### config.mk
export PLATFORM = sky130hd
export DESIGN_NAME = pps_timekeeper
export DESIGN_NICKNAME = d
export VERILOG_FILES = /design/src/rtl/tk_pkg.sv /design/src/rtl/tk_cfg_regs.sv /design/src/rtl/tk_pps_edge.sv /design/src/rtl/tk_time_core.sv /design/src/rtl/pps_timekeeper.sv
export SDC_FILE = /design/constraint.sdc
export NUM_CORES = 1
export LEC_CHECK = 0
export BUFFER_PORTS_ARGS = -buffer_cell sky130_fd_sc_hd__buf_4
export CORE_UTILIZATION = 45
export DETAILED_ROUTE_END_ITERATION = 10
export GPL_TIMING_DRIVEN = 1
export PLACE_DENSITY = 0.65
export SYNTH_ARGS = -nofsm -noshare
export SYNTH_HDL_FRONTEND = slang
export SYNTH_SLANG_ARGS = --single-unit
### constraint.sdc
create_clock -name clk -period 5.2 [get_ports clk]
set_clock_uncertainty 0.15 [all_clocks]
set_input_delay 0 -clock clk [delete_from_list [all_inputs] [get_ports clk]]
set_output_delay 0 -clock clk [all_outputs]
set_load 0.01 [all_outputs]
### src/rtl/tk_pkg.sv
package tk_pkg;

    localparam int SEC_W  = 32;
    localparam int TICK_W = 32;
    localparam int CFG_DW = 32;
    localparam int CFG_AW = 3;
    localparam int NSRC   = 2;

    typedef struct packed {
        logic [SEC_W-1:0]  secs;
        logic [TICK_W-1:0] ticks;
    } tk_time_t;

    typedef struct packed {
        logic src_link;   // bit 1: 0 external, 1 link
        logic rise;       // bit 0: 0 falling, 1 rising
    } tk_flags_t;

    typedef enum logic [CFG_AW-1:0] {
        TK_REG_SECS  = 3'd0,
        TK_REG_TICKS = 3'd1,
        TK_REG_FLAGS = 3'd2,
        TK_REG_IMM   = 3'd3,
        TK_REG_TPS   = 3'd4
    } tk_reg_e;

    // One clock of free-running advance with rollover at tps.
    function automatic tk_time_t tk_step(tk_time_t cur, logic [TICK_W-1:0] tps);
        tk_time_t r;
        logic [TICK_W:0] inc;
        r   = cur;
        inc = {1'b0, cur.ticks} + {{TICK_W{1'b0}}, 1'b1};
        if (inc >= {1'b0, tps}) begin
            r.ticks = '0;
            r.secs  = cur.secs + {{(SEC_W-1){1'b0}}, 1'b1};
        end else begin
            r.ticks = inc[TICK_W-1:0];
        end
        return r;
    endfunction

endpackage

### src/rtl/tk_cfg_regs.sv
module tk_cfg_regs
    import tk_pkg::*;
#(
    parameter logic [TICK_W-1:0] TPS_DEFAULT = 32'd100_000_000
) (
    input  logic                 clk,
    input  logic                 rst,
    input  logic                 we,
    input  logic [CFG_AW-1:0]    addr,
    input  logic [CFG_DW-1:0]    wdata,
    output tk_flags_t            flags,
    output logic                 imm,
    output logic [TICK_W-1:0]    tps,
    output logic                 commit,
    output tk_time_t             commit_val
);

    logic [SEC_W-1:0] stage_secs_q;
    tk_flags_t        flags_q;
    logic             imm_q;
    logic [TICK_W-1:0] tps_q;

    always_ff @(posedge clk) begin
        if (rst) begin
            stage_secs_q <= '0;
            flags_q      <= '0;
            imm_q        <= 1'b0;
            tps_q        <= TPS_DEFAULT;
        end else if (we) begin
            case (tk_reg_e'(addr))
                TK_REG_SECS:  stage_secs_q <= wdata[SEC_W-1:0];
                TK_REG_FLAGS: flags_q      <= tk_flags_t'(wdata[1:0]);
                TK_REG_IMM:   imm_q        <= wdata[0];
                TK_REG_TPS:   tps_q        <= wdata[TICK_W-1:0];
                default: ;
            endcase
        end
    end

    // The ticks write is the commit; its data goes straight into the load value.
    assign commit           = we && (tk_reg_e'(addr) == TK_REG_TICKS);
    assign commit_val.secs  = stage_secs_q;
    assign commit_val.ticks = wdata[TICK_W-1:0];
    assign flags            = flags_q;
    assign imm              = imm_q;
    assign tps              = tps_q;

endmodule

### src/rtl/tk_pps_edge.sv
module tk_pps_edge
    import tk_pkg::*;
#(
    parameter int SYNC_DEPTH = 2
) (
    input  logic            clk,
    input  logic            rst,
    input  logic [NSRC-1:0] pps_in,
    input  tk_flags_t       flags,
    output logic            pps_edge
);

    localparam int TOP = SYNC_DEPTH - 1;

    logic [SYNC_DEPTH-1:0] sync_q [NSRC];
    logic                  sel;
    logic                  prev_q;

    for (genvar g = 0; g < NSRC; g++) begin : g_sync
        always_ff @(posedge clk) begin
            if (rst) sync_q[g] <= '0;
            else     sync_q[g] <= {sync_q[g][SYNC_DEPTH-2:0], pps_in[g]};
        end
    end

    assign sel = sync_q[flags.src_link][TOP];

    always_ff @(posedge clk) begin
        if (rst) prev_q <= 1'b0;
        else     prev_q <= sel;
    end

    assign pps_edge = flags.rise ? (sel & ~prev_q) : (~sel & prev_q);

endmodule

### src/rtl/tk_time_core.sv
module tk_time_core
    import tk_pkg::*;
(
    input  logic              clk,
    input  logic              rst,
    input  logic              commit,
    input  tk_time_t          commit_val,
    input  logic              imm,
    input  logic [TICK_W-1:0] tps,
    input  logic              pps_edge,
    input  logic              snap_req,
    output tk_time_t          now,
    output tk_time_t          snap,
    output logic              pend
);

    tk_time_t cur_q, nxt, pend_val_q, snap_q;
    logic     pend_q;

    always_comb begin
        if (commit && imm)          nxt = commit_val;
        else if (pend_q && pps_edge) nxt = pend_val_q;
        else                         nxt = tk_step(cur_q, tps);
    end

    always_ff @(posedge clk) begin
        if (rst) begin
            cur_q      <= '0;
            pend_q     <= 1'b0;
            pend_val_q <= '0;
            snap_q     <= '0;
        end else begin
            cur_q <= nxt;
            if (commit) begin
                pend_q     <= ~imm;
                pend_val_q <= commit_val;
            end else if (pps_edge) begin
                pend_q <= 1'b0;
            end
            if (snap_req) snap_q <= cur_q;
        end
    end

    assign now  = cur_q;
    assign snap = snap_q;
    assign pend = pend_q;

endmodule

### src/rtl/pps_timekeeper.sv
module pps_timekeeper
    import tk_pkg::*;
#(
    parameter logic [TICK_W-1:0] TPS_DEFAULT = 32'd100_000_000,
    parameter int                SYNC_DEPTH  = 2
) (
    input  logic              clk,
    input  logic              rst,
    input  logic              cfg_we,
    input  logic [CFG_AW-1:0] cfg_addr,
    input  logic [CFG_DW-1:0] cfg_wdata,
    input  logic              pps_ext,
    input  logic              pps_link,
    input  logic              snap_req,
    output logic [SEC_W-1:0]  now_secs,
    output logic [TICK_W-1:0] now_ticks,
    output logic [SEC_W-1:0]  snap_secs,
    output logic [TICK_W-1:0] snap_ticks
);

    tk_flags_t         flags;
    logic              imm;
    logic [TICK_W-1:0] tps;
    logic              commit;
    tk_time_t          commit_val;
    logic              pps_edge;
    logic              pend;
    tk_time_t          now_t, snap_t;

    tk_cfg_regs #(.TPS_DEFAULT(TPS_DEFAULT)) u_cfg (
        .clk        (clk),
        .rst        (rst),
        .we         (cfg_we),
        .addr       (cfg_addr),
        .wdata      (cfg_wdata),
        .flags      (flags),
        .imm        (imm),
        .tps        (tps),
        .commit     (commit),
        .commit_val (commit_val)
    );

    tk_pps_edge #(.SYNC_DEPTH(SYNC_DEPTH)) u_pps (
        .clk      (clk),
        .rst      (rst),
        .pps_in   ({pps_link, pps_ext}),
        .flags    (flags),
        .pps_edge (pps_edge)
    );

    tk_time_core u_core (
        .clk        (clk),
        .rst        (rst),
        .commit     (commit),
        .commit_val (commit_val),
        .imm        (imm),
        .tps        (tps),
        .pps_edge   (pps_edge),
        .snap_req   (snap_req),
        .now        (now_t),
        .snap       (snap_t),
        .pend       (pend)
    );

    assign now_secs   = now_t.secs;
    assign now_ticks  = now_t.ticks;
    assign snap_secs  = snap_t.secs;
    assign snap_ticks = snap_t.ticks;

endmodule

; Yosys cells after proc, flatten, opt, wreduce, memory -nomap -nowiden
; Memories as Yosys holds them, arrays and structs flattened. A register that Yosys moved wholly into a read port is not among the register bits.
; Cells that the tools add are included.
[classes]
n_addsub = 2
n_mul = 0
div_mod_pow = 0
order_cmp = 1
n_eq_ne = 4
shifts = 0
mux = 14
n_bitwise = 7
reduce_logical = 10
[ops]
columns = cell, n
row1 = two-way mux 64 bit, 2
row2 = two-way mux 32 bit, 2
row3 = adder 32 x 1 -> 33 bit (second input constant), 1
row4 = >= comparator 33 x 32 -> 1 bit, 1
row5 = adder 32 x 1 -> 32 bit (second input constant), 1
row6 = two-way mux 1 bit, 8
row7 = AND reduction 2 bit, 4
row8 = == test 3 x 2 -> 1 bit (second input constant), 2
row9 = two-way mux 2 bit, 2
row10 = == test 3 x 1 -> 1 bit (second input constant), 1
row11 = == test 3 bit (second input constant), 1
row12 = logical AND 1 bit, 3
row13 = zero test 3 bit, 1
row14 = inverter 1 bit, 3
row15 = nonzero test 3 bit, 1
row16 = AND 1 bit, 2
row17 = OR 1 bit, 2
row18 = nonzero test 2 bit, 1
[totals]
reg_bits = 261
latch_bits = 0
mem_bits_rw = 4
rom_bits = 0
in_bits = 41
wordCells = 52
n_memories = 1
[mem_list]
columns = memory, words, width, rd, rd_ports_with_merged_regs, write_ports, line_no
row1 = u_pps.sync_q, 2, 2, 3, 1, 2, tk_pps_edge.sv:15  ; logic [SYNC_DEPTH-1:0] sync_q [NSRC];

; Depth between registers and ports, before layout
; Gate-level depths: netlist of run 1.
[depth]
depth_word = 6
mapped_depth = 16
ltp_nobuf = 14

; Cells and area by module
; A second synthesis of run 1 with hierarchy kept.
[unflattened]
hier_cells = 1365
hier_area_um2 = 12552.0
[modules_own_cells]
columns = module, n_inst, cells_each, area_each_um2, seq_area_each_um2
row1 = tk_time_core, 1, 1047, 9292.7, 3863.7
row2 = tk_cfg_regs, 1, 304, 3098.0, 1341.3
row3 = tk_pps_edge, 1, 14, 161.4, 100.1

; Worst setup path before layout of run 1
; OpenSTA, ideal clock, no wires.
[synth_path]
path_kind = register to register
startpoint = reg u_core.cur_q (netlist bit u_core.now[0])
endpoint = reg u_core.cur_q (netlist bit u_core.now[36])
t_arrival_ns = 3.703
path_slack_ns = 1.229
stages_incl_launch_ff = 15
path_buffers = 0
synth_period_minus_slack_ns = 3.971
path_cell_list = dfxtp_1 -> ha_1 -> nand4_1 -> nor4_1 -> nand3_1 -> nor2_1 -> xor2_1 -> ha_1 -> and4_1 -> or4bb_1 -> o21ai_0 -> a2111o_2 -> nand2b_4 -> or3_1 -> o2111a_1
[synth_via]
elab_chain_cells = 3
[synth_lines]
columns = item, line_no
row1 = "start, declared", tk_time_core.sv:17  ; tk_time_t cur_q, nxt, pend_val_q, snap_q;
row2 = "start signal, assigned", tk_time_core.sv:33  ; cur_q <= nxt;
row3 = adder 32 x 1 -> 33 bit, tk_pkg.sv:32  ; inc = {1'b0, cur.ticks} + {{TICK_W{1'b0}}, 1'b1};
row4 = >= comparator 33 x 32 -> 1 bit, tk_pkg.sv:33  ; if (inc >= {1'b0, tps}) begin
row5 = nonzero test 3 bit (no line), n/a
; Every way passes these cells.
; A chain may end at the register's enable or synchronous reset.

; Worst setup path in the final report of run 1
[layout_path]
startpoint = reg u_core.cur_q (netlist bit u_core.now[16])
endpoint = reg u_core.cur_q (netlist bit u_core.now[0])
[layout_via]
elab_chain_cells = 5
[layout_lines]
columns = item, line_no
row1 = adder 32 x 1 -> 33 bit, tk_pkg.sv:32
row2 = >= comparator 33 x 32 -> 1 bit, tk_pkg.sv:33
row3 = two-way mux 32 bit, tk_pkg.sv:33
row4 = two-way mux 64 bit, tk_time_core.sv:22  ; else if (pend_q && pps_edge) nxt = pend_val_q;
row5 = two-way mux 64 bit, tk_time_core.sv:21  ; if (commit && imm) nxt = commit_val;
; Every way passes these cells.

==> results of run 1 <==
[worst min path at each step]
stage	end	slack, ns	cells past startpoint
after detailed placement	u_pps.sync_q[1][0]$_SDFF_PP0_	0.07	2
after floorplan	u_pps.sync_q[0][0]$_SDFF_PP0_	-0.02	1
after global placement	u_pps.sync_q[1][0]$_SDFF_PP0_	0.06	2
after CTS	u_pps.sync_q[1][0]$_SDFF_PP0_	0.06	3
final	u_core.snap[34]$_SDFFE_PP0P_	0.08	3
after global routing	u_pps.sync_q[0][0]$_SDFF_PP0_	0.09	3
[synthesized netlist by cell type, types with 3 or more instances]
cell type  number
a211oi_1       29
a21oi_1       162
a31oi_1        32
a32oi_1        29
and2_1          3
and3_1         10
and4_1          8
buf_1           5
buf_2          12
buf_4           3
clkbuf_1       91
dfxtp_1       266
ha_1           34
inv_1          43
mux2i_1        67
nand2_1       306
nand3_1        92
nand4_1        19
nor2_1        113
nor2b_1         6
nor3_1         10
nor4_1         13
o211ai_1       15
o21ai_0        39
or3_1           7
xnor2_1        46
xor2_1         14
[where the power goes]
| group | internal [mW] | total (mW) | switching (mW) |
|---|---|---|---|
| sequential | 2.06 | 2.08 | 0.0172 |
| combinational | 0.0900 | 0.231 | 0.141 |
| clock | 1.10 | 1.90 | 0.797 |
| total | 3.25 | 4.21 | 0.956 |
[sequential cells by signal (all words and copies together) (netlist names), named ones only]
name                cells
u_core.now             64
u_core.pend_val_q      64
u_core.snap            64
u_cfg.stage_secs_q     32
u_cfg.tps              32
u_pps.sync_q            4
u_cfg.flags             2
u_cfg.imm               1
u_core.pend             1
u_pps.prev_q            1
[cell type report]
class	count	area, µm²	area share, %
clock buffer	44	842	5.71
clock inverter	4	20.0	0.136
inverter	43	161	1.09
multi-input combinational	1077	6140	41.7
sequential	266	5330	36.1
tap	335	419	2.84
timing repair buffer	227	1830	12.4
[routing by layer]
metal / up-vias / routed length (µm) / part of all wire [%] / global-route usage [%]
li1: 5478 / - / - / -
met4: 0 / 988 / 2.7 / 7.40
met1: 5408 / 16400 / 45 / 35.3
met2: 350 / 17200 / 47 / 43.5
met5: - / 0 / 0 / 0
met3: 52 / 2020 / 5.5 / 3.50
[worst register-to-register path, stage by stage (launching register included)]
cell	delay [ns]
dfxtp_1	0.52
nand4_1	0.15
or3_1	0.44
nor4_1	0.67
nand3_1	0.18
xnor2_1	0.23
ha_1	0.28
and4_1	0.21
or4bb_1	0.18
o21ai_0	0.07
a2111o_2	0.52
nand2b_4	0.18
or3_1	0.35
a31oi_1	0.30
[logic make-up (layout without fill, tap and decap cells)]
logic type               Yosys count  count (layout)
flip-flops                       266             266
adder cells (fa/ha/maj)           34              34
multiplexers                      67              67
AO/OA/AOI/OAI                    318             318
buffers and inverters            154             318
AND/OR/NAND/NOR                  598             598
XOR/XNOR                          60              60
[through the flow]
step	instance area, µm²	util [%]
floorplan	12100	-
global placement	13500	51.4
detailed placement	13500	51.4
CTS	14700	56.3
global route	14700	56.3
finish	14700	56.3
==> results.toml, run 1 <==
[sta]
fin_tns_setup_ns = 0
max_freq_mhz = 220
whs_ns = 0.0811
setup-violations-final = 0
worst_pin_slew_ns = 1.13
worst_slack_ns = 0.646
period_share_pct = 87.6
hold_violations = 0
fin_crit_ns = 4.55
max_slew_margin_pct = 24.2
rsz0062_at_grt = "false"
final_max_slew_viol_count = 0

[clock_network]
cts_resized = 0
path_clk_slew_ns = 0.06
clk_latency_ns = 0.54
clock_sinks = 266
root_buffer = "clkbuf_16"
ctsHoldBuffers = 40
numCtsBuffers = 29
cts_tree = "built"
cts.htree.levels = 1
post_cts_buffers = 0
clock_path_buffers = 3

[cells_and_area]
fillCellCount = 2480
layout.nets = 1719
final_cell_mix = "nand2_1 (305), dfxtp_1 (266), buf_4 (184)"
synthToLayoutAreaGrowth_pct = 22.2
n_antenna_cell = 0
layout_commonest_cell = "nand2_1"
layout-drive-gt1-share_pct = 14.1
layoutNonFillerInstCount = 1996

[power_and_ir_drop]
p_leak_nw = 5.72
vdd_drop_max_v = 0.000209
power.total_mw = 4.21
p_per_area_nw_per_um2 = 285

[drt]
drtAntennaViolNets = 0
routed_wirelength_um = 36600
routedWlPerCell_um = 18.3
post_drt_via_cell_ratio = 5.66
vias = 11300
drt_iter0_drc = 919
drc = 10
dr.pass1.iters = 8

[floorplanning]
dieArea_um2 = 27500
die-height_um = 166
ios = 169
initial_utilization_pct = 46.0
core.rowCount = 59
die_x_um = 166
core-area_um2 = 26200

[setup_path]
reg2reg_to = "u_core.now[0]$_SDFF_PP0_"
endpoint = "u_core.now[0]$_SDFF_PP0_"
path_class = "reg2reg"
start_kind = "flop"
cp.depth = 13
worstPathCellList = "nand4_1, or3_1, nor4_1, nand3_1, xnor2_1, ha_1, and4_1, or4bb_1, o21ai_0, a2111o_2, nand2b_4, or3_1, a31oi_1"
cp.arrival_ns = 4.81
crit_path_end_kind = "flop"
r2r_cells = 13
path_common_cell = "or3_1"
critPathTopFamily = "simple AND/OR/NAND/NOR gates"
r2r_start = "u_core.now[16]$_SDFF_PP0_"
path_buf_inv = 0
crit_path_top_delay_cell = "nor4_1"
crit_path_max_fanout = 8
required_ns = 5.46
rrSetupSlack_ns = 0.65
max_stage_delay_ns = 0.67
crit_path_start = "u_core.now[16]$_SDFF_PP0_"

[min_path]
hp-start = "snap_req"
min_path_type = "in2reg"

[synth]
avgSynthCellArea_um2 = 8.06
post_synth_num_cell_types = 46
syn_area_um2 = 12100
synth_fa_ha_area_share_pct = 3.53
synth_top_family_by_area = "simple AND/OR/NAND/NOR gates"
yosysSeqAreaShare_pct = 44.1
synth_simple_gate_area_share_pct = 21.6
yosys-mux-area-fraction_pct = 5.56
synth-seq-cells = 266
synth_compound_area_share_pct = 15.8
syn_nets = 1572
synth_ff_type = "dfxtp_1"
yosysWarnings = 0
synth_top_cell_area_share_pct = 44.1
synth_xor_area_share_pct = 4.36
yosysTopAreaCell = "dfxtp_1"
synthCells = 1497
netlist_top_cells_area = "dfxtp_1 (44%), nand2_1 (9.5%), a21oi_1 (6.7%), mux2i_1 (5.6%), nand3_1 (3.8%)"
async_flop_share_pct = 0
synth_edf_count = 0

[global_routing]
grt-ovfl-total = 0
grt_max_degree = 128
grt_pass1_vias = 10500
grt_pass1_wl_um = 58300
groute.usage.overall_pct = 26.1
antenna_found_initial = 0

[flow_run]
maxCapViolations = 0

[place]
dp_hpwl_um = 23900
dpl.cell_count = 1908
io_buffers = 168
gp_congestion = 0.871
place_worst_setup_slack_ns = 0.722

[outcome]
outcome = "finished with violations"
violations = "DRC"
(Power assumes the default switching activity.)
==> run 2, diff against run 1 <==
Settings changed: CELL_PAD_IN_SITES_DETAIL_PLACEMENT set to 1, CELL_PAD_IN_SITES_GLOBAL_PLACEMENT set to 2, CORE_UTILIZATION 45 to 34, PLACE_DENSITY 0.65 to unset, PLACE_DENSITY_LB_ADDON set to 0.1.
==> results.toml, run 2 (same netlist as run 1, synthesis figures left out) <==
[setup_path]
cp.arrival_ns = 4.87
path_class = "reg2reg"
start_kind = "flop"
crit_path_end_kind = "flop"
crit_path_max_fanout = 35
required_ns = 5.55

[clock_network]
cts.htree.levels = 1
clock_sinks = 266
clock_path_buffers = 3
cts_tree = "built"
numCtsBuffers = 31
path_clk_slew_ns = 0.06
clk_latency_ns = 0.57
root_buffer = "clkbuf_16"
post_cts_buffers = 0

[cells_and_area]
layout.nets = 1730
stdcell_area_um2 = 15100
layout-drive-gt1-share_pct = 15.0
layout_commonest_cell = "nand2_1"
n_antenna_cell = 0
final_cell_mix = "nand2_1 (304), dfxtp_1 (266), buf_4 (186)"
synthToLayoutAreaGrowth_pct = 25.5

[power_and_ir_drop]
clkPwrFrac_pct = 48.0
pwr-share-comb_pct = 5.4
vdd_drop_max_v = 0.000348
internal-power_mw = 3.41
p_sw_share_pct = 23.6
pwr-share-seq_pct = 46.6
p_per_area_nw_per_um2 = 295
p_leak_nw = 5.84
power.total_mw = 4.47
p_switching_mw = 1.05

[sta]
setup-violations-final = 0
fin_crit_ns = 4.53
rsz0062_at_grt = "false"
max_slew_margin_pct = 25.0
worst_pin_slew_ns = 1.12
period_share_pct = 87.0
fin_tns_setup_ns = 0
final_max_slew_viol_count = 0
hold_violations = 0
max_freq_mhz = 221

[global_routing]
grt-ovfl-total = 0
grt_pass1_vias = 11400
grt_max_degree = 147
groute.usage.overall_pct = 23.6
grt_pass1_wl_um = 67000
antenna_found_initial = 0

[place]
dp_hpwl_um = 28100
io_buffers = 168
gp_congestion = 0.793
dpl_cell_area_um2 = 13700

[drt]
drt_iter0_drc = 698
vias = 11400
post_drt_via_cell_ratio = 5.34
routed_wirelength_um = 43000
drtAntennaViolNets = 0
dr.pass1.iters = 5
routedWlPerCell_um = 20.2
drc = 0

[floorplanning]
ios = 169
die-height_um = 190
core-area_um2 = 34700
initial_utilization_pct = 34.8
dieArea_um2 = 36200
core.rowCount = 68
die_x_um = 190

[flow_run]
maxCapViolations = 0

[outcome]
outcome = "finished clean"

[min_path]
min_path_type = "in2reg"
[run 2: changes by cell type in the layout (fill, tap and decap cells not counted), sizes merged]
cell         delta
dlygate4sd3     +6
clkinv          +5
buf             +2
bufinv          +1
clkinvlp        +1
inv             +1
[run 2: power by group through the flow]
stage	Sequential, mW	Clock (mW)	Combinational, mW
after floorplan	2.12	0	0.115
after global placement	2.13	0	0.215
after detailed placement	2.13	0	0.217
after CTS	2.08	2.21	0.244
after global routing	2.08	2.28	0.263
final	2.08	2.14	0.241
[run 2: worst paths after layout]
kind,start,to,slack (ns),cells after the start
max,u_core.now[11]$_SDFF_PP0_,u_core.now[57]$_SDFFE_PP0P_,0.67,14
min,cfg_wdata[25],u_cfg.stage_secs_q[25]$_SDFFE_PP0P_,0.13,4
max reg2reg,u_core.now[11]$_SDFF_PP0_,u_core.now[57]$_SDFFE_PP0P_,0.67,14
min reg2reg,u_pps.sync_q[1][0]$_SDFF_PP0_,u_pps.sync_q[1][1]$_SDFF_PP0_,0.30,1
[run 2: layout make-up]
class | instances | area, µm²
Fill cell | 4142 | 19600
Multi-Input combinational cell | 1077 | 6150
Sequential cell | 266 | 5330
Timing Repair Buffer | 236 | 1930
Clock buffer | 43 | 911
Tap cell | 455 | 569
Inverter | 43 | 161
Clock inverter | 12 | 91.3
[run 2: repair_timing]
item / CTS / global route
hold endpoints to repair: 203 / 0
hold buffers: 46 / 0
gates resized for setup: 0 / 0
[run 2: critical path: stages (launching register included)]
cell     delay (ns)
dfxtp_1        0.50
nand4_1        0.21
or2_2          0.33
nor3_1         0.48
nand3_1        0.18
xnor2_1        0.25
ha_1           0.28
nand4_1        0.17
nor3_1         0.09
or3_1          0.37
nor4_1         0.42
a211o_2        0.22
buf_4          0.42
a32oi_1        0.19
a21oi_1        0.17
[run 2: through the flow]
step / utilization (%) / setup slack [ns] / hold WS, ns / std cells
5_1_grt: 43.6 / 0.354 / 0.128 / 2132
3_5_place_dp: 39.4 / 0.687 / 0.0667 / 2031
2_1_floorplan: - / 1.23 / -0.0218 / 1497
6_report: 43.6 / 0.675 / 0.130 / 2132
4_1_cts: 43.6 / 0.685 / 0.102 / 2132
3_3_place_gp: 39.4 / 0.871 / 0.0673 / 2031
[run 2: layer usage]
metal | share of wire, % | wire, µm | vias to the layer above | GRT usage (%)
li1 | - | - | 5501 | -
met1 | 47 | 20200 | 5656 | 31.6
met2 | 48 | 20600 | 179 | 40.3
met3 | 3.1 | 1330 | 51 | 2.69
met4 | 2.0 | 881 | 0 | 5.51
met5 | 0 | 0 | - | 0
